[config.mk]
export PLATFORM = sky130hd
export DESIGN_NAME = prt_timer
export DESIGN_NICKNAME = d
export VERILOG_FILES = /design/src/rtl/prt_pkg.sv /design/src/rtl/prt_regs.sv /design/src/rtl/prt_counter.sv /design/src/rtl/prt_irq.sv /design/src/rtl/prt_timer.sv
export SDC_FILE = /design/constraint.sdc
export NUM_CORES = 1
export LEC_CHECK = 0
export ABC_AREA = 1
export CORE_UTILIZATION = 60
export DETAILED_ROUTE_END_ITERATION = 6
export GPL_ROUTABILITY_DRIVEN = 0
export PLACE_DENSITY = 0.81
export SLEW_MARGIN = 25
export SYNTH_ARGS = -nofsm -noshare
export SYNTH_HDL_FRONTEND = slang
export SYNTH_HIERARCHICAL = 1
export SYNTH_SLANG_ARGS = --single-unit
[constraint.sdc]
create_clock -name clk -period 3.7 [get_ports clk]
set_input_delay 0.555 -clock clk [delete_from_list [all_inputs] [get_ports clk]]
set_output_delay 0.555 -clock clk [all_outputs]
set_load 0.02 [all_outputs]
[src/rtl/prt_pkg.sv]
package prt_pkg;

    localparam int BYTE_W = 8;

    // Prescaler source select, decoded from mode bits 7:6
    typedef enum logic [1:0] {
        PS_NONE  = 2'b00,
        PS_FIX_A = 2'b01,
        PS_FIELD = 2'b10,
        PS_FIX_B = 2'b11
    } ps_sel_e;

    // Interrupt-control byte layout
    typedef struct packed {
        logic [3:0] spare;
        logic       req;
        logic [2:0] level;
    } ictl_t;

    // Reload value picked for the prescaler
    function automatic int unsigned ps_pick(ps_sel_e sel, logic [3:0] field,
                                            int unsigned fix_a, int unsigned fix_b);
        int unsigned v;
        case (sel)
            PS_NONE:  v = 0;
            PS_FIX_A: v = fix_a;
            PS_FIELD: v = int'(field);
            default:  v = fix_b;
        endcase
        return v;
    endfunction

    function automatic int unsigned max3(int unsigned a, int unsigned b, int unsigned c);
        int unsigned m;
        m = (a > b) ? a : b;
        return (m > c) ? m : c;
    endfunction

endpackage

[src/rtl/prt_regs.sv]
module prt_regs
    import prt_pkg::*;
(
    input  logic              clk,
    input  logic              rst,
    input  logic              run_wr,
    input  logic              mode_wr,
    input  logic              div_wr,
    input  logic              ictl_wr,
    input  logic [BYTE_W-1:0] wdata,
    input  logic              req_set,
    output logic [BYTE_W-1:0] run_q,
    output logic [BYTE_W-1:0] mode_q,
    output logic [BYTE_W-1:0] div_q,
    output ictl_t             ictl_q
);

    always_ff @(posedge clk) begin
        if (rst) begin
            run_q  <= '0;
            mode_q <= '0;
            div_q  <= '0;
            ictl_q <= '0;
        end else begin
            if (run_wr)  run_q  <= wdata;
            if (mode_wr) mode_q <= wdata;
            if (div_wr)  div_q  <= wdata;
            if (ictl_wr)
                ictl_q <= ictl_t'(wdata);
            else if (req_set && (ictl_q.level != 3'd0))
                ictl_q.req <= 1'b1;
        end
    end

    // underflow with nonzero level latches the request flag
    a_r6_req_latch: assert property (@(posedge clk) disable iff (rst)
        (req_set && !ictl_wr && (ictl_q.level != 3'd0)) |=> ictl_q.req);

    // underflow at level zero leaves the byte untouched
    a_r6_level_zero: assert property (@(posedge clk) disable iff (rst)
        (!ictl_wr && (ictl_q.level == 3'd0)) |=> $stable(ictl_q));

    // a software write wins over a same-cycle request
    a_r9_write_wins: assert property (@(posedge clk) disable iff (rst)
        ictl_wr |=> (ictl_q == ictl_t'($past(wdata))));

endmodule

[src/rtl/prt_counter.sv]
module prt_counter
    import prt_pkg::*;
#(
    parameter int CNT_W = 16,
    parameter int PS_W  = 6,
    localparam int NB   = CNT_W / BYTE_W
) (
    input  logic              clk,
    input  logic              rst,
    input  logic              step_en,
    input  logic [PS_W-1:0]   ps_reload,
    input  logic [NB-1:0]     byte_wr,
    input  logic [BYTE_W-1:0] wdata,
    output logic [CNT_W-1:0]  count,
    output logic              underflow
);

    logic [CNT_W-1:0] count_q;
    logic [CNT_W-1:0] reload_q;
    logic [CNT_W-1:0] wr_value;
    logic [CNT_W-1:0] stepped;
    logic [PS_W-1:0]  ps_q;
    logic             cnt_tick;
    logic             any_wr;

    assign cnt_tick = step_en && (ps_q == '0);
    assign any_wr   = |byte_wr;

    for (genvar b = 0; b < NB; b++) begin : g_lane
        assign wr_value[b*BYTE_W +: BYTE_W] =
            byte_wr[b] ? wdata : count_q[b*BYTE_W +: BYTE_W];
    end

    assign stepped   = (count_q == '0) ? reload_q : count_q - 1'b1;
    assign underflow = cnt_tick && !any_wr && (count_q == '0);
    assign count     = count_q;

    always_ff @(posedge clk) begin
        if (rst) begin
            count_q  <= '0;
            reload_q <= '0;
            ps_q     <= '0;
        end else begin
            if (step_en)
                ps_q <= (ps_q == '0) ? ps_reload : ps_q - 1'b1;
            if (any_wr) begin
                count_q  <= wr_value;
                reload_q <= wr_value;
            end else if (cnt_tick) begin
                count_q <= stepped;
            end
        end
    end

    // any byte write leaves reload equal to the new count
    a_r1_reload_copy: assert property (@(posedge clk) disable iff (rst)
        any_wr |=> (reload_q == count_q));

    // no step and no write keeps count and prescaler frozen
    a_r2_hold: assert property (@(posedge clk) disable iff (rst)
        (!step_en && !any_wr) |=> ($stable(count_q) && $stable(ps_q)));

    // a nonzero count steps down by exactly one
    a_r3_single_step: assert property (@(posedge clk) disable iff (rst)
        (cnt_tick && !any_wr && (count_q != '0)) |=> (count_q == $past(count_q) - 1'b1));

    // wrap from zero refills from the reload register
    a_r5_wrap: assert property (@(posedge clk) disable iff (rst)
        underflow |=> (count_q == reload_q));

endmodule

[src/rtl/prt_irq.sv]
module prt_irq
    import prt_pkg::*;
(
    input  ictl_t      ictl,
    input  logic       cpu_ie,
    input  logic [2:0] cpu_prio,
    output logic       pending
);

    logic outranks;

    assign outranks = ictl.level > cpu_prio;
    assign pending  = cpu_ie && ictl.req && outranks;

endmodule

[src/rtl/prt_timer.sv]
module prt_timer
    import prt_pkg::*;
#(
    parameter int CNT_W  = 16,
    parameter int ADDR_W = 3,
    parameter int FIX_A  = 8,
    parameter int FIX_B  = 32,
    localparam int NB    = CNT_W / BYTE_W,
    localparam int PS_W  = $clog2(max3(FIX_A, FIX_B, 15) + 1),
    localparam int OFF_RUN  = NB,
    localparam int OFF_MODE = NB + 1,
    localparam int OFF_DIV  = NB + 2,
    localparam int OFF_ICTL = NB + 3
) (
    input  logic              clk,
    input  logic              rst,
    input  logic              bus_wr,
    input  logic [ADDR_W-1:0] bus_addr,
    input  logic [7:0]        bus_wdata,
    output logic [7:0]        bus_rdata,
    input  logic              tick,
    input  logic              cpu_ie,
    input  logic [2:0]        cpu_prio,
    output logic              irq_pending
);

    logic [BYTE_W-1:0] run_q, mode_q, div_q;
    ictl_t             ictl_q;
    logic [CNT_W-1:0]  count;
    logic [NB-1:0]     byte_wr;
    logic              underflow;
    logic              step_en;
    logic [PS_W-1:0]   ps_reload;
    ps_sel_e           ps_sel;

    for (genvar b = 0; b < NB; b++) begin : g_bwr
        assign byte_wr[b] = bus_wr && (int'(bus_addr) == b);
    end

    assign step_en   = run_q[0] && tick;
    assign ps_sel    = ps_sel_e'(mode_q[7:6]);
    assign ps_reload = PS_W'(ps_pick(ps_sel, div_q[3:0], FIX_A, FIX_B));

    prt_regs u_regs (
        .clk     (clk),
        .rst     (rst),
        .run_wr  (bus_wr && (int'(bus_addr) == OFF_RUN)),
        .mode_wr (bus_wr && (int'(bus_addr) == OFF_MODE)),
        .div_wr  (bus_wr && (int'(bus_addr) == OFF_DIV)),
        .ictl_wr (bus_wr && (int'(bus_addr) == OFF_ICTL)),
        .wdata   (bus_wdata),
        .req_set (underflow),
        .run_q   (run_q),
        .mode_q  (mode_q),
        .div_q   (div_q),
        .ictl_q  (ictl_q)
    );

    prt_counter #(.CNT_W(CNT_W), .PS_W(PS_W)) u_cnt (
        .clk       (clk),
        .rst       (rst),
        .step_en   (step_en),
        .ps_reload (ps_reload),
        .byte_wr   (byte_wr),
        .wdata     (bus_wdata),
        .count     (count),
        .underflow (underflow)
    );

    prt_irq u_irq (
        .ictl     (ictl_q),
        .cpu_ie   (cpu_ie),
        .cpu_prio (cpu_prio),
        .pending  (irq_pending)
    );

    always_comb begin
        bus_rdata = '0;
        for (int b = 0; b < NB; b++)
            if (int'(bus_addr) == b) bus_rdata = count[b*BYTE_W +: BYTE_W];
        if (int'(bus_addr) == OFF_RUN)  bus_rdata = run_q;
        if (int'(bus_addr) == OFF_MODE) bus_rdata = mode_q;
        if (int'(bus_addr) == OFF_DIV)  bus_rdata = div_q;
        if (int'(bus_addr) == OFF_ICTL) bus_rdata = ictl_q;
    end

    // with run bit clear the count only moves by bus writes
    a_r2_stopped: assert property (@(posedge clk) disable iff (rst)
        (!run_q[0] && !(|byte_wr)) |=> $stable(count));

    // pending only when the level outranks the CPU priority
    a_r7_rank: assert property (@(posedge clk) disable iff (rst)
        irq_pending |-> (ictl_q.level > cpu_prio) && cpu_ie);

    // pending requires a latched request
    a_r7_needs_req: assert property (@(posedge clk) disable iff (rst)
        irq_pending |-> ictl_q.req);

endmodule

# Word-level counts from Yosys, hierarchy flattened
# Cells that the tools add are included.
[op_classes] add_sub_neg=2 multipliers=0 div=0 magnitude_cmp=1 eq_ne=7 shifts=0 muxes=15 bitwise=0 reduce_logical=22
[op_table] op="two-way mux 8 bit" count=8
[op_table] op="two-way mux 16 bit" count=3
[op_table] op="one-hot mux 6 bit (3 select lines)" count=1
[op_table] op="logical NOT 16 bit" count=1
[op_table] op="subtractor 16 x 1 -> 16 bit, second input constant" count=1
[op_table] op="logical AND 1 bit" count=13
[op_table] op="== test 3 bit, second input constant" count=4
[op_table] op="logical NOT 6 bit" count=1
[op_table] op="two-way mux 6 bit" count=1
[op_table] op="subtractor 6 x 1 -> 6 bit, second input constant" count=1
[op_table] op="nonzero test 2 bit" count=2
[op_table] op="== test 3 x 2 -> 1 bit, second input constant" count=1
[op_table] op="> comparator 3 bit" count=1
[op_table] op="logical NOT 3 bit" count=1
[op_table] op="nonzero test 3 bit" count=1
[op_table] op="== test 2 x 1 -> 1 bit, second input constant" count=1
[op_table] op="== test 2 bit, second input constant" count=1
[op_table] op="logical NOT 2 bit" count=1
[op_table] op="two-way mux 1 bit" count=2
[op_table] op="OR reduction 2 bit" count=1
[op_table] op="logical NOT 1 bit" count=1
[word_totals] ff_bits=70 latch_bits=0 ramBits=0 mem_bits_ro=0 in_bits=19 out_inout_bits=9 word_cells=56 memories=0

# Depth between registers and ports, before layout
# Gate-level depths: netlist (run 1).
[depth] ltp_word=9 ltp_mapped=12 mapped_depth_nobuf=11

# Modules after synthesis
# Netlist (run 1), hierarchy kept.
[by_module_without_submodules] mod="prt_counter" n_inst=1 cells_each=402 area_each_um2=2562.5 seq_area_each_um2=760.7
[by_module_without_submodules] mod="prt_regs" n_inst=1 cells_each=139 area_each_um2=1088.5 seq_area_each_um2=640.6
[by_module_without_submodules] mod="prt_timer" n_inst=1 cells_each=114 area_each_um2=535.5 seq_area_each_um2=0.0
[by_module_without_submodules] mod="prt_irq" n_inst=1 cells_each=17 area_each_um2=91.3 seq_area_each_um2=0.0

# Least setup slack after synthesis (run 1)
# OpenSTA, ideal clock, no wires.
[synth_timing] path_kind="input to register" startpoint="in bus_addr[0]" endpoint="reg u_cnt.count_q[4], in the netlist u_cnt/count[4]" arrival_time_ns=2.491 required_time_ns=3.591 slack_ns=1.100 path_stages=10 path_buffers=2 path_cell_list="clkbuf_1 -> nor4_1 -> inv_2 -> buf_2 -> nor2_1 -> nor3_2 -> nor2_1 -> nand3_1 -> nand2_1 -> inv_1"
[synth_between] elab_chain_len=4 elab_cells_between_ends=8
[synth_lines] element="start, declared" line="prt_timer.sv:18" rtl="input logic [ADDR_W-1:0] bus_addr,"
[synth_lines] element="logical NOT 3 bit (*)" line="prt_timer.sv:37" rtl="assign byte_wr[b] = bus_wr && (int'(bus_addr) == b);"
[synth_lines] element="logical AND 1 bit (*)" line="prt_timer.sv:37"
[synth_lines] element="via byte_wr[0]" line="prt_timer.sv:30" rtl="logic [NB-1:0] byte_wr;"
[synth_lines] element="two-way mux 8 bit / OR reduction 2 bit (equally long branches)" line="prt_counter.sv:31, prt_counter.sv:27"
[synth_lines] element="two-way mux 16 bit / nonzero test 2 bit (equally long branches)"
[synth_lines] element="end signal, assigned" line="prt_counter.sv:47" rtl="count_q <= wr_value;"
[synth_lines] element="end signal, assigned" line="prt_counter.sv:50" rtl="count_q <= stepped;"
[synth_lines] element="end, declared" line="prt_counter.sv:18" rtl="logic [CNT_W-1:0] count_q;"
# Mark *: on every way through the listed nets, which the timed path passes. The rest lies on a longest branch.
# A chain may end at the register's enable or synchronous reset.

# Worst setup path after layout (run 1)
[layout_timing] startpoint="in bus_addr[0]" endpoint="out bus_rdata[1]"
[layout_between] elab_chain_len=7 elab_cells_between_ends=12
[layout_lines] element="logical NOT 3 bit" line="prt_timer.sv:80" rtl="if (int'(bus_addr) == b) bus_rdata = count[b*BYTE_W +: BYTE_W];"
[layout_lines] element="two-way mux 8 bit (2 in series)" line="prt_timer.sv:80"
[layout_lines] element="two-way mux 8 bit" line="prt_timer.sv:81" rtl="if (int'(bus_addr) == OFF_RUN) bus_rdata = run_q;"
[layout_lines] element="two-way mux 8 bit" line="prt_timer.sv:82" rtl="if (int'(bus_addr) == OFF_MODE) bus_rdata = mode_q;"
[layout_lines] element="two-way mux 8 bit" line="prt_timer.sv:83" rtl="if (int'(bus_addr) == OFF_DIV) bus_rdata = div_q;"
[layout_lines] element="two-way mux 8 bit (*)" line="prt_timer.sv:84" rtl="if (int'(bus_addr) == OFF_ICTL) bus_rdata = ictl_q;"
[layout_lines] element="end, declared" line="prt_timer.sv:20" rtl="output logic [7:0] bus_rdata,"
# Every way passes the cells marked *; elsewhere a longest branch is shown, timed or not.

==> flow_summary.ini, run 1 <==
[setup_path]
critPathMaxFanout = 13
critPathCaptureType = primary output
path_class = input port to primary output
startpoint = bus_addr[0]
required_ns = 3.14
crit_path_start_kind = input port
r2r_start = u_cnt/count[0]
cp.arrival_ns = 2.84

[run_status]
status = finished, final reports clean

[clocking]
cts_htree_levels = 3
clk_pin_slew_ns = 0.08
clock-sinks = 70
worstSkewPairLatency_ns = 0.36
postCtsSetupBuffers = 0
hold_buffers = 0
cts_buffers = 9
cts_root_buf = clkbuf_8
clock_path_buffers = 2
cts_tree = built
ctsResizeCount = 0

[route]
routed_wl_mm = 12.3
wl_per_cell_um = 15.3
vias = 4620
drc = 0
dr.pass1.iters = 5
drt-vias-per-instance = 5.77
drt_iter0_drc = 460
ant_nets = 0

[min_path]
holdCritPathClass = register to register
hold_start = u_cnt/reload_q[7]

[sta]
max_freq_mhz = 294
min_period_ns = 3.40
fin_crit_sh_pct = 91.9
finalWorstSetupSlack_ns = 0.301
fin_skew_ns = 0.00852
finalHoldViolations = 0
setup_violations = 0
maxSlewHeadroom_pct = 48.3
rsz0062_at_grt = no
slew_violations = 0
worst_pin_slew_ns = 0.770
tns_ns = 0

[logic_synthesis]
syn_avg_cell_area_um2 = 6.37
ys_ff_latch = 70
syn_nets = 698
syn_inst = 672
synth.distinct_cells = 35
yosysWarnings = 6
ys_seq_area_share_pct = 32.8
syn_area_mm2 = 0.00428

[global_routing]
grt_pass1_vias = 4209
grt.total_usage_pct = 34.2
grt_pass1_wl_mm = 19.5
antenna_found_initial = 0
grt_overflow = 0
grt_max_degree = 35

[floorplanning]
dieArea_mm2 = 0.00747
start_util_pct = 62.6
fp.dieW_um = 86.4
placementRows = 30
die_h_um = 86.4
core_area_mm2 = 0.00683
ios = 28

[finish]
regArea_mm2 = 0.00140
drive_above_1_share_pct = 10.5
area_delta_synth_final_pct = 11.7
nFillCells = 624
nNetsFinal = 726
n_antenna_cell = 0
multi_input_area_mm2 = 0.00246
instances_no_fill = 801

[placement]
dp_hpwl_mm = 8.49
dpl_worst_slack_ns = 0.339
port_buffers = 27
place_inst = 785

[job]
drv_cap = 0

[power_and_ir_drop]
p_leak_nw = 2.14
p_per_area_mw_per_mm2 = 391
ir_drop_mv = 0.255
power_mw = 1.87
## where the power goes
part | internal, mW | switching, mW | total (mW)
sequential | 0.784 | 0.0444 | 0.829
combinational | 0.170 | 0.326 | 0.496
clock | 0.238 | 0.303 | 0.541
## path summary, 6_finish.rpt
kind | cells after the start | slack [ns] | endpoint
setup reg to reg | 9 | 1.81 | u_cnt/count[4]
hold / removal | 2 | 0.47 | u_cnt/reload_q[7]
hold reg to reg | 2 | 0.47 | u_cnt/reload_q[7]
setup / recovery | 6 | 0.30 | bus_rdata[1]
## cell type report
cell class                      instances  area share (%)
Timing Repair Buffer                   36            7.07
Sequential cell                        70            29.3
Clock buffer                            9            2.59
Inverter                               79            6.21
Tap cell                               96            2.51
Clock inverter                          7           0.864
Multi-Input combinational cell        504            51.4
## metrics by stage
| step | instance area, µm² | hold slack (ns) | utilization [%] |
|---|---|---|---|
| 2_1_floorplan | 4280 | 0.443 | - |
| 3_3_place_gp | 4610 | 0.460 | 67.5 |
| 3_5_place_dp | 4610 | 0.468 | 67.5 |
| 4_1_cts | 4780 | 0.479 | 69.9 |
| 5_1_grt | 4780 | 0.503 | 69.9 |
| 6_report | 4780 | 0.475 | 69.9 |
## cells in the final DEF (no fill, tap or decap), types with 9 or more instances in the layout
cell type | synthesis | routed
nand3_2 | 11 | 11
nor2_1 | 153 | 153
buf_4 | 3 | 9
nand4_1 | 18 | 18
nand2_1 | 137 | 137
nand3_1 | 31 | 31
clkbuf_8 | 0 | 9
dfxtp_1 | 70 | 70
inv_1 | 71 | 71
o21ai_0 | 60 | 60
nor3_1 | 11 | 11
clkdlybuf4s50_1 | 0 | 27
a21oi_1 | 33 | 33
## cell usage after synthesis (all sizes together)
cell / count / area [µm²]
nor3: 18 / 125
clkinv: 1 / 3.75
o211ai: 1 / 7.51
o221ai: 1 / 8.76
a21oi: 41 / 235
nand2: 141 / 544
ha: 7 / 87.6
nand4: 19 / 125
or2: 1 / 6.26
xnor2: 1 / 8.76
a22oi: 1 / 7.51
nor4: 5 / 31.3
inv: 78 / 293
buf: 14 / 115
dfxtp: 70 / 1400
xor2: 1 / 8.76
nand3: 42 / 265
clkbuf: 5 / 20.0
o21ai: 62 / 310
nor2: 162 / 669
conb: 1 / 3.75
## layer usage
layer | vias up | GRT usage, % | wire (µm)
li1 | 2221 | - | -
met1 | 2090 | 41.3 | 4980
met2 | 251 | 57.8 | 5500
met3 | 58 | 6.48 | 1170
met4 | 0 | 17.7 | 597
met5 | - | 0 | 0
## registers in the layout (all words and copies together), names as in the netlist
register / flops
u_regs/run_q: 8
u_regs/ictl_q: 8
u_regs/div_q: 8
u_cnt/reload_q: 16
u_cnt/count: 16
u_regs/mode_q: 8
u_cnt/ps_q: 6
## cell families after synthesis
| kind of cell | count (synthesis) | share of synthesized area [%] |
|---|---|---|
| AND/OR/NAND/NOR | 388 | 41.3 |
| AO/OA/AOI/OAI | 106 | 13.3 |
| buffers and inverters | 98 | 10.1 |
| flip-flops | 70 | 32.8 |
| adder cells (fa/ha/maj) | 7 | 2.05 |
| XOR/XNOR | 2 | 0.410 |
| other | 1 | 0.0877 |
## worst max-delay path, cell delays in order
cell and delay, ns:
clkdlybuf4s50_1 0.79, inv_2 0.17, nor3_2 0.47, nand2_1 0.11
nand4_1 0.13, clkdlybuf4s50_1 0.61
No activity file was read; power rests on OpenSTA's default activity.
==> inputs of run 2 (changes only) <==
GPL_ROUTABILITY_DRIVEN = 1   (was 0)
==> flow_summary.ini, run 2 (synthesized netlist as in run 1, its figures left out) <==
[setup_path]
crit_family = buffers and inverters
crit_path_start_kind = input port
path_class = input port to primary output
r2r_start = u_cnt/count[0]
cp_slowest_stage_delay_ns = 0.77
cpMostUsedCell = clkdlybuf4s50_1
required_ns = 3.14
startpoint = bus_addr[0]
critPathMaxFanout = 13
worstReg2RegEnd = u_cnt/count[4]
cp.buffers_inverters = 3
cp_num_cells = 6
cp.arrival_ns = 2.79
cp_slowest_cell = clkdlybuf4s50_1
reg2reg_slack_ns = 1.76
setup.worst_path.end = bus_rdata[1]
crit_path_cell_trace = clkdlybuf4s50_1 -> inv_2 -> nor3_2 -> nand2_1 -> nand4_1 -> clkdlybuf4s50_1
rr_worst_depth = 9
critPathCaptureType = primary output

[power_and_ir_drop]
p_per_area_mw_per_mm2 = 425
p_leak_nw = 2.15
ir_drop_mv = 0.223

[sta]
rsz0062_at_grt = no
max_freq_mhz = 299
slew_violations = 0
finalHoldViolations = 0
fin_skew_ns = 0.00973
setup_violations = 0
maxSlewHeadroom_pct = 49.2
fin_crit_sh_pct = 90.4
min_period_ns = 3.35
tns_ns = 0
worst_pin_slew_ns = 0.761

[clocking]
cts_buffers = 9
clk_pin_slew_ns = 0.07
cts_tree = built
clock_path_buffers = 2
ctsResizeCount = 0
postCtsSetupBuffers = 0
cts_root_buf = clkbuf_8
hold_buffers = 0
clock-sinks = 70
worstSkewPairLatency_ns = 0.36
cts_htree_levels = 3

[floorplanning]
dieArea_mm2 = 0.00747
placementRows = 30
die_h_um = 86.4
ios = 28
start_util_pct = 62.6
core_area_mm2 = 0.00683
fp.dieW_um = 86.4

[route]
ant_nets = 0
vias = 4516
routed_wl_mm = 12.2
drc = 0
drt_iter0_drc = 380
dr.pass1.iters = 5
drt-vias-per-instance = 5.65
wl_per_cell_um = 15.3

[global_routing]
grt_max_degree = 35
grt_pass1_vias = 4107
antenna_found_initial = 0
grt.total_usage_pct = 34.3
grt_pass1_wl_mm = 19.6
grt_overflow = 0

[min_path]
holdCritPathClass = register to register
holdPathStages = 2

[finish]
nFillCells = 606
nNetsFinal = 724
area_delta_synth_final_pct = 12.9
fin_util_pct = 70.7
n_antenna_cell = 0
finalInstanceArea_mm2 = 0.00483
final_cell_mix = nor2_1, nand2_1, inv_1, dfxtp_1, o21ai_0
drive_above_1_share_pct = 10.2
layout_commonest_cell = nor2_1

[placement]
place_congestion = 0.947
port_buffers = 27
dpl_cell_area_mm2 = 0.00460
dp_hpwl_mm = 8.45

[job]
drv_cap = 0

[run_status]
status = finished, final reports clean
==> run 2: stage by stage <==
step / worst slack [ns] / instances / power (mW) / hold slack (ns)
4_1_cts: 0.360 / 799 / 2.04 / 0.475
3_5_place_dp: 0.366 / 783 / 1.32 / 0.465
2_1_floorplan: 1.10 / 672 / 1.20 / 0.443
3_3_place_gp: 0.459 / 783 / 1.31 / 0.461
5_1_grt: 0.177 / 799 / 2.14 / 0.491
6_report: 0.354 / 799 / 2.05 / 0.471
==> run 2: worst min path at each step <==
stage | start | to
2_1_floorplan | u_cnt/reload_q[4] | u_cnt/reload_q[4]
3_3_place_gp | u_cnt/reload_q[9] | u_cnt/reload_q[9]
3_5_place_dp | u_cnt/reload_q[4] | u_cnt/reload_q[4]
4_1_cts | u_cnt/reload_q[0] | u_cnt/reload_q[0]
5_1_grt | u_cnt/reload_q[7] | u_cnt/reload_q[7]
6_report | u_cnt/reload_q[4] | u_cnt/reload_q[4]
==> run 2: power by group <==
| part | switching [mW] | internal [mW] |
|---|---|---|
| Clock | 0.312 | 0.416 |
| Sequential | 0.0446 | 0.784 |
| Combinational | 0.325 | 0.169 |
==> run 2: routing by layer <==
layer  vias up  wire (µm)  track usage, %  share of wire (%)
met3        35        864            6.10                7.1
met4         0        452            19.8                3.7
met1      2076       5140            41.6                 42
met5         -          0               0                  0
li1       2213          -               -                  -
met2       192       5790            57.2                 47
==> run 2: final cells by class <==
type | instances | area [µm²] | area share, %
inverters | 79 | 297 | 6.14
clock buffers | 11 | 151 | 3.13
flip-flops and latches | 70 | 1400 | 29.0
clock inverters | 5 | 81.3 | 1.68
well taps | 96 | 120 | 2.49
repair buffers | 34 | 323 | 6.68
multi-input cells | 504 | 2460 | 50.9
==> run 2: worst register-to-register path: stages (launching register included) <==
cell and delay (ns):
dfxtp_1 0.38, inv_1 0.18, ha_1 0.23, nand2_1 0.07, nor2_1 0.13, nand3_2 0.36
or2_0 0.34, nand3_1 0.08, nand2_1 0.07, inv_1 0.05
==> inputs of run 3 (changes only) <==
SKIP_CTS_REPAIR_TIMING = 1   (was default)
==> results of run 3 <==
The final DEF is identical to that of run 2; final timing and power are the same.
